File: config.mk
export PLATFORM = sky130hd
export DESIGN_NAME = lf_power_seq
export DESIGN_NICKNAME = d
export VERILOG_FILES = /design/src/rtl/lfps_pkg.sv /design/src/rtl/lfps_down_cnt.sv /design/src/rtl/lfps_fsm.sv /design/src/rtl/lf_power_seq.sv
export SDC_FILE = /design/constraint.sdc
export NUM_CORES = 1
export LEC_CHECK = 0
export BUFFER_PORTS_ARGS = -buffer_cell sky130_fd_sc_hd__buf_4
export CAP_MARGIN = 20
export CELL_PAD_IN_SITES_DETAIL_PLACEMENT = 0
export CELL_PAD_IN_SITES_GLOBAL_PLACEMENT = 2
export CORE_MARGIN = 5
export CORE_UTILIZATION = 34
export DETAILED_ROUTE_END_ITERATION = 10
export PLACE_DENSITY_LB_ADDON = 0.1
export SLEW_MARGIN = 15
export SYNTH_ARGS = -nofsm -noshare
export SYNTH_HDL_FRONTEND = slang
export SYNTH_SLANG_ARGS = --single-unit
File: constraint.sdc
create_clock -name clk -period 3.55 [get_ports clk]
set_input_delay 0.355 -clock clk [delete_from_list [all_inputs] [get_ports clk]]
set_output_delay 0.355 -clock clk [all_outputs]
set_load 0.01 [all_outputs]
File: src/rtl/lfps_pkg.sv
package lfps_pkg;

    typedef enum logic [1:0] {
        ST_OFF   = 2'd0,
        ST_SNIFF = 2'd1,
        ST_RECV  = 2'd2,
        ST_GAP   = 2'd3
    } lfps_state_e;

endpackage

File: src/rtl/lfps_down_cnt.sv
// Loadable down counter that stops at zero; load wins over tick.
module lfps_down_cnt #(
    parameter int W = 4
) (
    input  logic         clk,
    input  logic         rst_n,
    input  logic         load,
    input  logic [W-1:0] load_val,
    input  logic         tick,
    output logic         zero
);

    logic [W-1:0] cnt;

    always_ff @(posedge clk) begin
        if (!rst_n) begin
            cnt <= '0;
        end else if (load) begin
            cnt <= load_val;
        end else if (tick && (cnt != '0)) begin
            cnt <= cnt - 1'b1;
        end
    end

    assign zero = (cnt == '0);

    // a counter at zero never wraps on a tick
    p_no_wrap_r9: assert property (@(posedge clk) disable iff (!rst_n)
        (zero && tick && !load) |=> zero);

    // a load of a nonzero value leaves the counter nonzero
    p_load_nonzero_r9: assert property (@(posedge clk) disable iff (!rst_n)
        (load && (load_val != '0)) |=> !zero);

endmodule

File: src/rtl/lfps_fsm.sv
module lfps_fsm
    import lfps_pkg::*;
(
    input  logic        clk,
    input  logic        rst_n,
    input  logic        enable,
    input  logic        on_mode,
    input  logic        cont_mode,
    input  logic        toggle_mode,
    input  logic        sample_tick,
    input  logic        carrier_det,
    input  logic        dec_done,
    input  logic        dec_err,
    input  logic        win_zero,
    input  logic        gap_zero,
    input  logic        off_zero,
    output lfps_state_e state,
    output logic        win_load,
    output logic        gap_load,
    output logic        off_load,
    output logic        fe_en,
    output logic        dec_en,
    output logic        carrier_mode
);

    lfps_state_e nxt;
    logic        enable_q;
    logic        flip;

    // state register and enable history
    always_ff @(posedge clk) begin
        if (!rst_n) begin
            state        <= ST_OFF;
            enable_q     <= 1'b0;
            carrier_mode <= 1'b0;
        end else begin
            state    <= nxt;
            enable_q <= enable;
            if (flip) begin
                carrier_mode <= ~carrier_mode;
            end
        end
    end

    assign off_load = enable_q & ~enable;

    // next state and per-transition strobes
    always_comb begin
        nxt      = state;
        win_load = 1'b0;
        gap_load = 1'b0;
        flip     = 1'b0;
        if (!enable) begin
            nxt = ST_OFF;
        end else begin
            unique case (state)
                ST_OFF: begin
                    if (off_zero && (cont_mode || sample_tick)) begin
                        nxt      = ST_SNIFF;
                        win_load = 1'b1;
                    end
                end
                ST_SNIFF: begin
                    if (carrier_det) begin
                        nxt = ST_RECV;
                    end else if (win_zero) begin
                        if (toggle_mode) begin
                            nxt      = ST_GAP;
                            gap_load = 1'b1;
                            flip     = 1'b1;
                        end else if (cont_mode) begin
                            win_load = 1'b1;
                        end else begin
                            nxt = ST_OFF;
                        end
                    end
                end
                ST_RECV: begin
                    if (dec_err) begin
                        nxt = on_mode ? ST_SNIFF : ST_OFF;
                    end else if (dec_done) begin
                        if (cont_mode) begin
                            nxt      = ST_GAP;
                            gap_load = 1'b1;
                        end else begin
                            nxt = ST_OFF;
                        end
                    end
                end
                ST_GAP: begin
                    if (gap_zero) begin
                        nxt      = ST_SNIFF;
                        win_load = 1'b1;
                    end
                end
            endcase
        end
    end

    // outputs decoded from state
    always_comb begin
        fe_en  = 1'b0;
        dec_en = 1'b0;
        unique case (state)
            ST_OFF:   ;
            ST_SNIFF: fe_en = 1'b1;
            ST_RECV: begin
                fe_en  = 1'b1;
                dec_en = 1'b1;
            end
            ST_GAP:   ;
        endcase
    end

    p_disable_off_r12: assert property (@(posedge clk) disable iff (!rst_n)
        !enable |=> (state == ST_OFF));

    p_err_listen_r5: assert property (@(posedge clk) disable iff (!rst_n)
        (enable && state == ST_RECV && dec_err && on_mode) |=> (state == ST_SNIFF));

    p_err_off_r6: assert property (@(posedge clk) disable iff (!rst_n)
        (enable && state == ST_RECV && dec_err && !on_mode) |=> (state == ST_OFF));

    p_off_hold_r13: assert property (@(posedge clk) disable iff (!rst_n)
        (state == ST_OFF && !off_zero) |=> (state == ST_OFF));

    p_flip_gap_r11: assert property (@(posedge clk) disable iff (!rst_n)
        (carrier_mode != $past(carrier_mode)) |-> (state == ST_GAP));

    p_gap_dark_r2: assert property (@(posedge clk) disable iff (!rst_n)
        (state == ST_GAP) |-> (!fe_en && !dec_en));

endmodule

File: src/rtl/lf_power_seq.sv
module lf_power_seq
    import lfps_pkg::*;
#(
    parameter int WIN_W     = 8,
    parameter int GAP_TICKS = 3,
    parameter int OFF_TICKS = 2
) (
    input  logic             clk,
    input  logic             rst_n,
    input  logic             enable,
    input  logic             on_mode,
    input  logic             cont_mode,
    input  logic             toggle_mode,
    input  logic             sample_tick,
    input  logic             osc_tick,
    input  logic [WIN_W-1:0] on_len,
    input  logic             carrier_det,
    input  logic             dec_done,
    input  logic             dec_err,
    output logic             fe_en,
    output logic             dec_en,
    output logic             carrier_mode
);

    localparam int GAP_W = $clog2(GAP_TICKS + 1);
    localparam int OFF_W = $clog2(OFF_TICKS + 1);
    localparam logic [GAP_W-1:0] GAP_LOAD = GAP_W'(GAP_TICKS);
    localparam logic [OFF_W-1:0] OFF_LOAD = OFF_W'(OFF_TICKS);

    lfps_state_e state;
    logic win_load, gap_load, off_load;
    logic win_zero, gap_zero, off_zero;
    logic win_tick, gap_tick;

    assign win_tick = osc_tick && (state == ST_SNIFF || state == ST_RECV);
    assign gap_tick = osc_tick && (state == ST_GAP);

    lfps_fsm i_fsm (
        .clk          (clk),
        .rst_n        (rst_n),
        .enable       (enable),
        .on_mode      (on_mode),
        .cont_mode    (cont_mode),
        .toggle_mode  (toggle_mode),
        .sample_tick  (sample_tick),
        .carrier_det  (carrier_det),
        .dec_done     (dec_done),
        .dec_err      (dec_err),
        .win_zero     (win_zero),
        .gap_zero     (gap_zero),
        .off_zero     (off_zero),
        .state        (state),
        .win_load     (win_load),
        .gap_load     (gap_load),
        .off_load     (off_load),
        .fe_en        (fe_en),
        .dec_en       (dec_en),
        .carrier_mode (carrier_mode)
    );

    lfps_down_cnt #(.W(WIN_W)) i_win (
        .clk      (clk),
        .rst_n    (rst_n),
        .load     (win_load),
        .load_val (on_len),
        .tick     (win_tick),
        .zero     (win_zero)
    );

    lfps_down_cnt #(.W(GAP_W)) i_gap (
        .clk      (clk),
        .rst_n    (rst_n),
        .load     (gap_load),
        .load_val (GAP_LOAD),
        .tick     (gap_tick),
        .zero     (gap_zero)
    );

    lfps_down_cnt #(.W(OFF_W)) i_off (
        .clk      (clk),
        .rst_n    (rst_n),
        .load     (off_load),
        .load_val (OFF_LOAD),
        .tick     (osc_tick),
        .zero     (off_zero)
    );

    p_dec_needs_fe_r2: assert property (@(posedge clk) disable iff (!rst_n)
        dec_en |-> fe_en);

    p_gap_leaves_r9: assert property (@(posedge clk) disable iff (!rst_n)
        (enable && state == ST_GAP && gap_zero) |=> (state == ST_SNIFF));

endmodule

* Word level (Yosys, flattened, before mapping)
Cells that the tools add are included.
Operators by class: bitwise gates (word level) 4, multiplexer cells 36, add/sub/neg operators 3, reductions and logical operators 22, equal/unequal tests 8
Operators with widths (number):
- 2-bit 2-to-1 mux | 13
- 1-bit 2-to-1 mux | 18
- 8-bit 2-to-1 mux | 2
- 2-bit nonzero test | 5
- 8-bit zero test | 1
- 2-bit case mux with 4 select lines | 1
- 8-bit nonzero test | 1
- 8-bit by 1-bit subtractor with 8-bit output, second input constant | 1
- 1-bit logical AND | 6
- 2-bit zero test | 3
- 5-bit AND reduction | 1
- 2-bit equality test, second input constant | 2
- 4-bit != test, second input constant | 1
- 2-bit OR reduction | 2
- 2-bit by 1-bit subtractor with 2-bit output, second input constant | 2
- 3-bit by 2-bit != test with 1-bit output, second input constant | 1
- 3-bit != test, second input constant | 1
- 1-bit NOT | 3
- 1-bit case mux with 3 select lines | 1
- 2-bit by 1-bit equality test with 1-bit output, second input constant | 1
- 1-bit logical OR | 2
- 2-bit by 1-bit != test with 1-bit output, second input constant | 1
- 2-bit != test, second input constant | 1
- 1-bit case mux with 2 select lines | 1
- other kinds (2) | 2
Storage, ports and cells: word-level logic and storage cells 80, bits in registers 16

* Longest topological paths before layout
depth after elaboration 7, mapped depth 9, gate-level depth less buffers 6

* Cells and area by module
Synthesis repeated with hierarchy kept, for this count alone.
Second synthesis, totals: cells, all modules 133, area, all modules 1137.3 sq um
Modules (own cells, without submodules):
- lfps_down_cnt (i_win) | instances 1, area an instance 508.0 sq um, sequential area each 160.2 sq um, cells each 58
- lfps_fsm | instances 1, area an instance 351.6 sq um, sequential area each 80.1 sq um, cells each 42
- lfps_down_cnt (i_gap ...) | instances 2, area an instance 122.6 sq um, sequential area each 40.0 sq um, cells each 14
- lf_power_seq | instances 1, area an instance 32.5 sq um, sequential area each 0.0 sq um, cells each 5

* Least setup slack after synthesis
Ideal clock, no wire load.
path kind register to register, start reg i_win.cnt[0], end reg i_win.cnt[5], required time 3.462 ns, setup slack 1.325 ns, cell stages (with the launch flop) 10, clock period less this slack 2.225 ns, setup time 0.088 ns, data arrival time 2.137 ns, path through dfxtp_1 > inv_1 > ha_1 > or3b_2 > clkbuf_1 > o311a_1 > buf_6 > or2_0 > buf_2 > a311oi_2
On the way: cells in the longest elaborated chain, start to end 6, elaborated cells between the ends (all ways) 11, those cells by class add/sub (1); mux (6); reduce/logical (4)
Ends and longest elaborated chain:
- from (decl) | line lfps_down_cnt.sv:13 | logic [W-1:0] cnt;
- from (signal assigned) | line lfps_down_cnt.sv:19 | cnt <= load_val;
- from (signal assigned) | line lfps_down_cnt.sv:21 | cnt <= cnt - 1'b1;
- 8-bit zero test | line lfps_down_cnt.sv:25 | assign zero = (cnt == '0);
- 1-bit 2-to-1 mux | line lfps_fsm.sv:66 | end else if (win_zero) begin
- 1-bit 2-to-1 mux | line lfps_fsm.sv:64 | if (carrier_det) begin
- 1-bit case mux with 3 select lines | line lfps_fsm.sv:56 | unique case (state)
- 1-bit 2-to-1 mux | line lfps_fsm.sv:53 | if (!enable) begin
- 8-bit 2-to-1 mux or 2-bit nonzero test (tied branches)
Parallel ways exist; a longest one is shown, timed or not. The select of a mux whose other input is x is not followed. A chain may end at the register's enable or synchronous reset.

* Worst setup path in the final report
Ends and elaborated chain as after synthesis.

==> metrics <==
initial antenna violation count 0; kind of critical path flip-flop to flip-flop; Comb pwr share 0.366; crit path capture type flip-flop; Clk pwr share 0.194; detailed placement HPWL 2130 µm; post-route ant nets 0; Root Buffer clkbuf_4; Worst-Margin Slew 587 ps; Die Width 66.8 µm; Initial Util 0.357; post-CTS sizing 0; cells on worst reg2reg path 6; worst setup path endpoint i_win.cnt[5]; Cell Pwr Density 378 nW/µm²; Area contributors post-synth dfxtp_1 29%, ha_1 9.1%, inv_1 4.1%; gpl congestion 0.790; sequential power share 0.440; Worst VDD drop ~0.00021 V; register area share after synthesis 0.292; largest net degree at the start of global routing 11; Max-slew headroom 0.605; die height 66.8 µm; vias per cell approximately 5.1; final slew viol count 0; minimum clock period after layout 2450 ps; Setup crit start i_win.cnt[0]; area share of the largest cell type after synthesis 0.292; CTS max path bufs 2; LEAKAGE between 0.4 and 0.5 nW; Synthesized Nets 158; Post-Synthesis Cell Area between 1000 and 1500 µm²; switching power 177 µW; Hold Path Class primary input to flip-flop; Die ar. between 4000 and 5000 µm²; Synth Area per Inst ~8.4 µm²; core area 3080 µm²; sw frac 0.359; Post-CTS Setup Inserts 0; DRC viols 0; CP max FO 10; grt ovf 0; asr flop ratio synth 0; RR Endpoint i_win.cnt[5]; H-tree depth 1; f_max 408 MHz; DRT iter0 DRCs 26; #FFs+latches synth 16; RSZ-0062 raised after global routing no; period utilisation layout 0.691; CTS tree yes; area delta synth->final 18.8%; Final Power 493 µW; setup TNS 0 ps; EDFF count, synth 0; GRT Total Usage 0.140; r2r setup slk 1100 ps; Gate Count Post-Synth 131; Post-synth top flop dfxtp_1; post-synth top area cell dfxtp_1; CP arrival 2660 ps; post-route clock skew about 5.1 ps; Ports 22; via count 996; final setup fails 0; Hold-fix buffers, CTS 0; final hold vios 0; Reg-to-Reg Start i_win.cnt[0]; first-pass GRT wire length 4780 µm; routed wire length 2710 µm; Worst EP required approximately 3800 ps; Synthesis Warnings 0; CTS Buf Count 3; max-cap viol count 0; Reg clk slew, reported paths 90 ps; outcome finished clean; share of cells above drive strength 1 0.200; clk sink count 16; Pint 316 µW; DR pass1 iterations 4; I/O Buffers 21; Worst setup SP type flip-flop; Net count, final 179; vias in the first global route between 1000 and 1500; routed len/inst 14.0 µm; Antenna diodes 0; row count 20; Netlist cell types 41; Clk Latency, worst-skew pair 280 ps
## through the flow
step | worst slack, ps | instances | util | area, µm² | hold slack (ps)
floorplan | 1330 | 131 | - | 1100 | 439
global placement | 1180 | 191 | 0.416 | 1280 | 458
detailed placement | 1120 | 191 | 0.416 | 1280 | 464
CTS | 1080 | 194 | 0.424 | 1300 | 333
global route | 947 | 194 | 0.424 | 1300 | 332
finish | 1100 | 194 | 0.424 | 1300 | 344
## area by class of cell
type / count / area (µm²)
fillers: 327 / 1770
multi-input cells: 97 / 699
flip-flops and latches: 16 / 320
repair buffers: 21 / 158
well taps: 44 / 55.1
inverters: 13 / 48.8
clock buffers: 3 / 22.5
## synthesized netlist by cell type, types with 2 or more instances
cell        n
buf_2       2
mux2i_1     4
xnor2_1     5
nor4_1      3
nand3b_1    2
nand4bb_1   2
or4_1       3
dfxtp_1    16
a31oi_1     3
ha_1        8
a21oi_1     8
inv_1      12
a211oi_1    2
nand3_1     3
nand2_1    11
o21ai_0     5
a311oi_2    2
clkbuf_1    2
nor3b_1     2
o31ai_1     4
nor2_1      4
nor2b_1     4
nor3_1      3
o211ai_1    4
## cells in the final DEF (no fill, tap or decap), types with 3 or more instances in the layout
master / Yosys / layout
o21ai_0: 5 / 5
ha_1: 8 / 8
inv_1: 12 / 12
o31ai_1: 4 / 4
buf_4: 0 / 21
nor4_1: 3 / 3
xnor2_1: 5 / 5
nor2b_1: 4 / 4
a21oi_1: 8 / 8
nand3_1: 3 / 3
dfxtp_1: 16 / 16
clkbuf_4: 0 / 3
nand2_1: 11 / 11
mux2i_1: 4 / 4
nor3_1: 3 / 3
nor2_1: 4 / 4
a31oi_1: 3 / 3
or4_1: 3 / 3
o211ai_1: 4 / 4
## worst min-delay path by stage
stage,slack (ps),startpoint,to,cells past startpoint
global route,330,on_len[0],i_win.cnt[0],3
CTS,330,on_len[0],i_win.cnt[0],3
floorplan,440,i_fsm.enable_q,i_off.cnt[1],2
global placement,460,i_fsm.enable_q,i_off.cnt[1],2
detailed placement,460,i_fsm.enable_q,i_off.cnt[1],2
finish,340,on_len[0],i_win.cnt[0],3
## power groups by stage
stage / clock (mW) / combinational [mW] / sequential, mW
floorplan: 0 / 0.140 / 0.216
global placement: 0 / 0.179 / 0.220
detailed placement: 0 / 0.180 / 0.220
CTS: 0.104 / 0.181 / 0.216
global route: 0.108 / 0.203 / 0.221
finish: 0.0954 / 0.181 / 0.217
## registers in the layout, summed over array words and instances, names as in the netlist
| name | count |
|---|---|
| i_fsm.carrier_mode | 1 |
| i_fsm.enable_q | 1 |
| i_fsm.state | 2 |
| i_gap.cnt | 2 |
| i_off.cnt | 2 |
| i_win.cnt | 8 |
## worst max-delay path, stage by stage (launching register included)
cell	delay [ps]
dfxtp_1	310
inv_1	100
ha_1	200
or3b_2	540
o311a_1	510
or2_0	440
a311oi_2	270
## metal layers
metal,vias up,GRT usage,share of wire
met3,2,0.0489,0.043
met2,13,0.218,0.46
li1,520,-,-
met5,-,0,0
met4,0,0.0330,0.0070
met1,461,0.184,0.49
## cells by family (layout without fill, tap and decap cells)
kind of cell,count (synthesis),count (layout),synth area share
and+or+nand+nor,44,44,0.233
xor gates and xnor gates,6,6,0.0479
muxes,4,4,0.0365
buffers and inverters,18,37,0.0707
AOI/OAI and AO/OA,35,35,0.229
DFF,16,16,0.292
adders and majority gates,8,8,0.0912
Note: power is estimated with default switching activity, not from simulation.
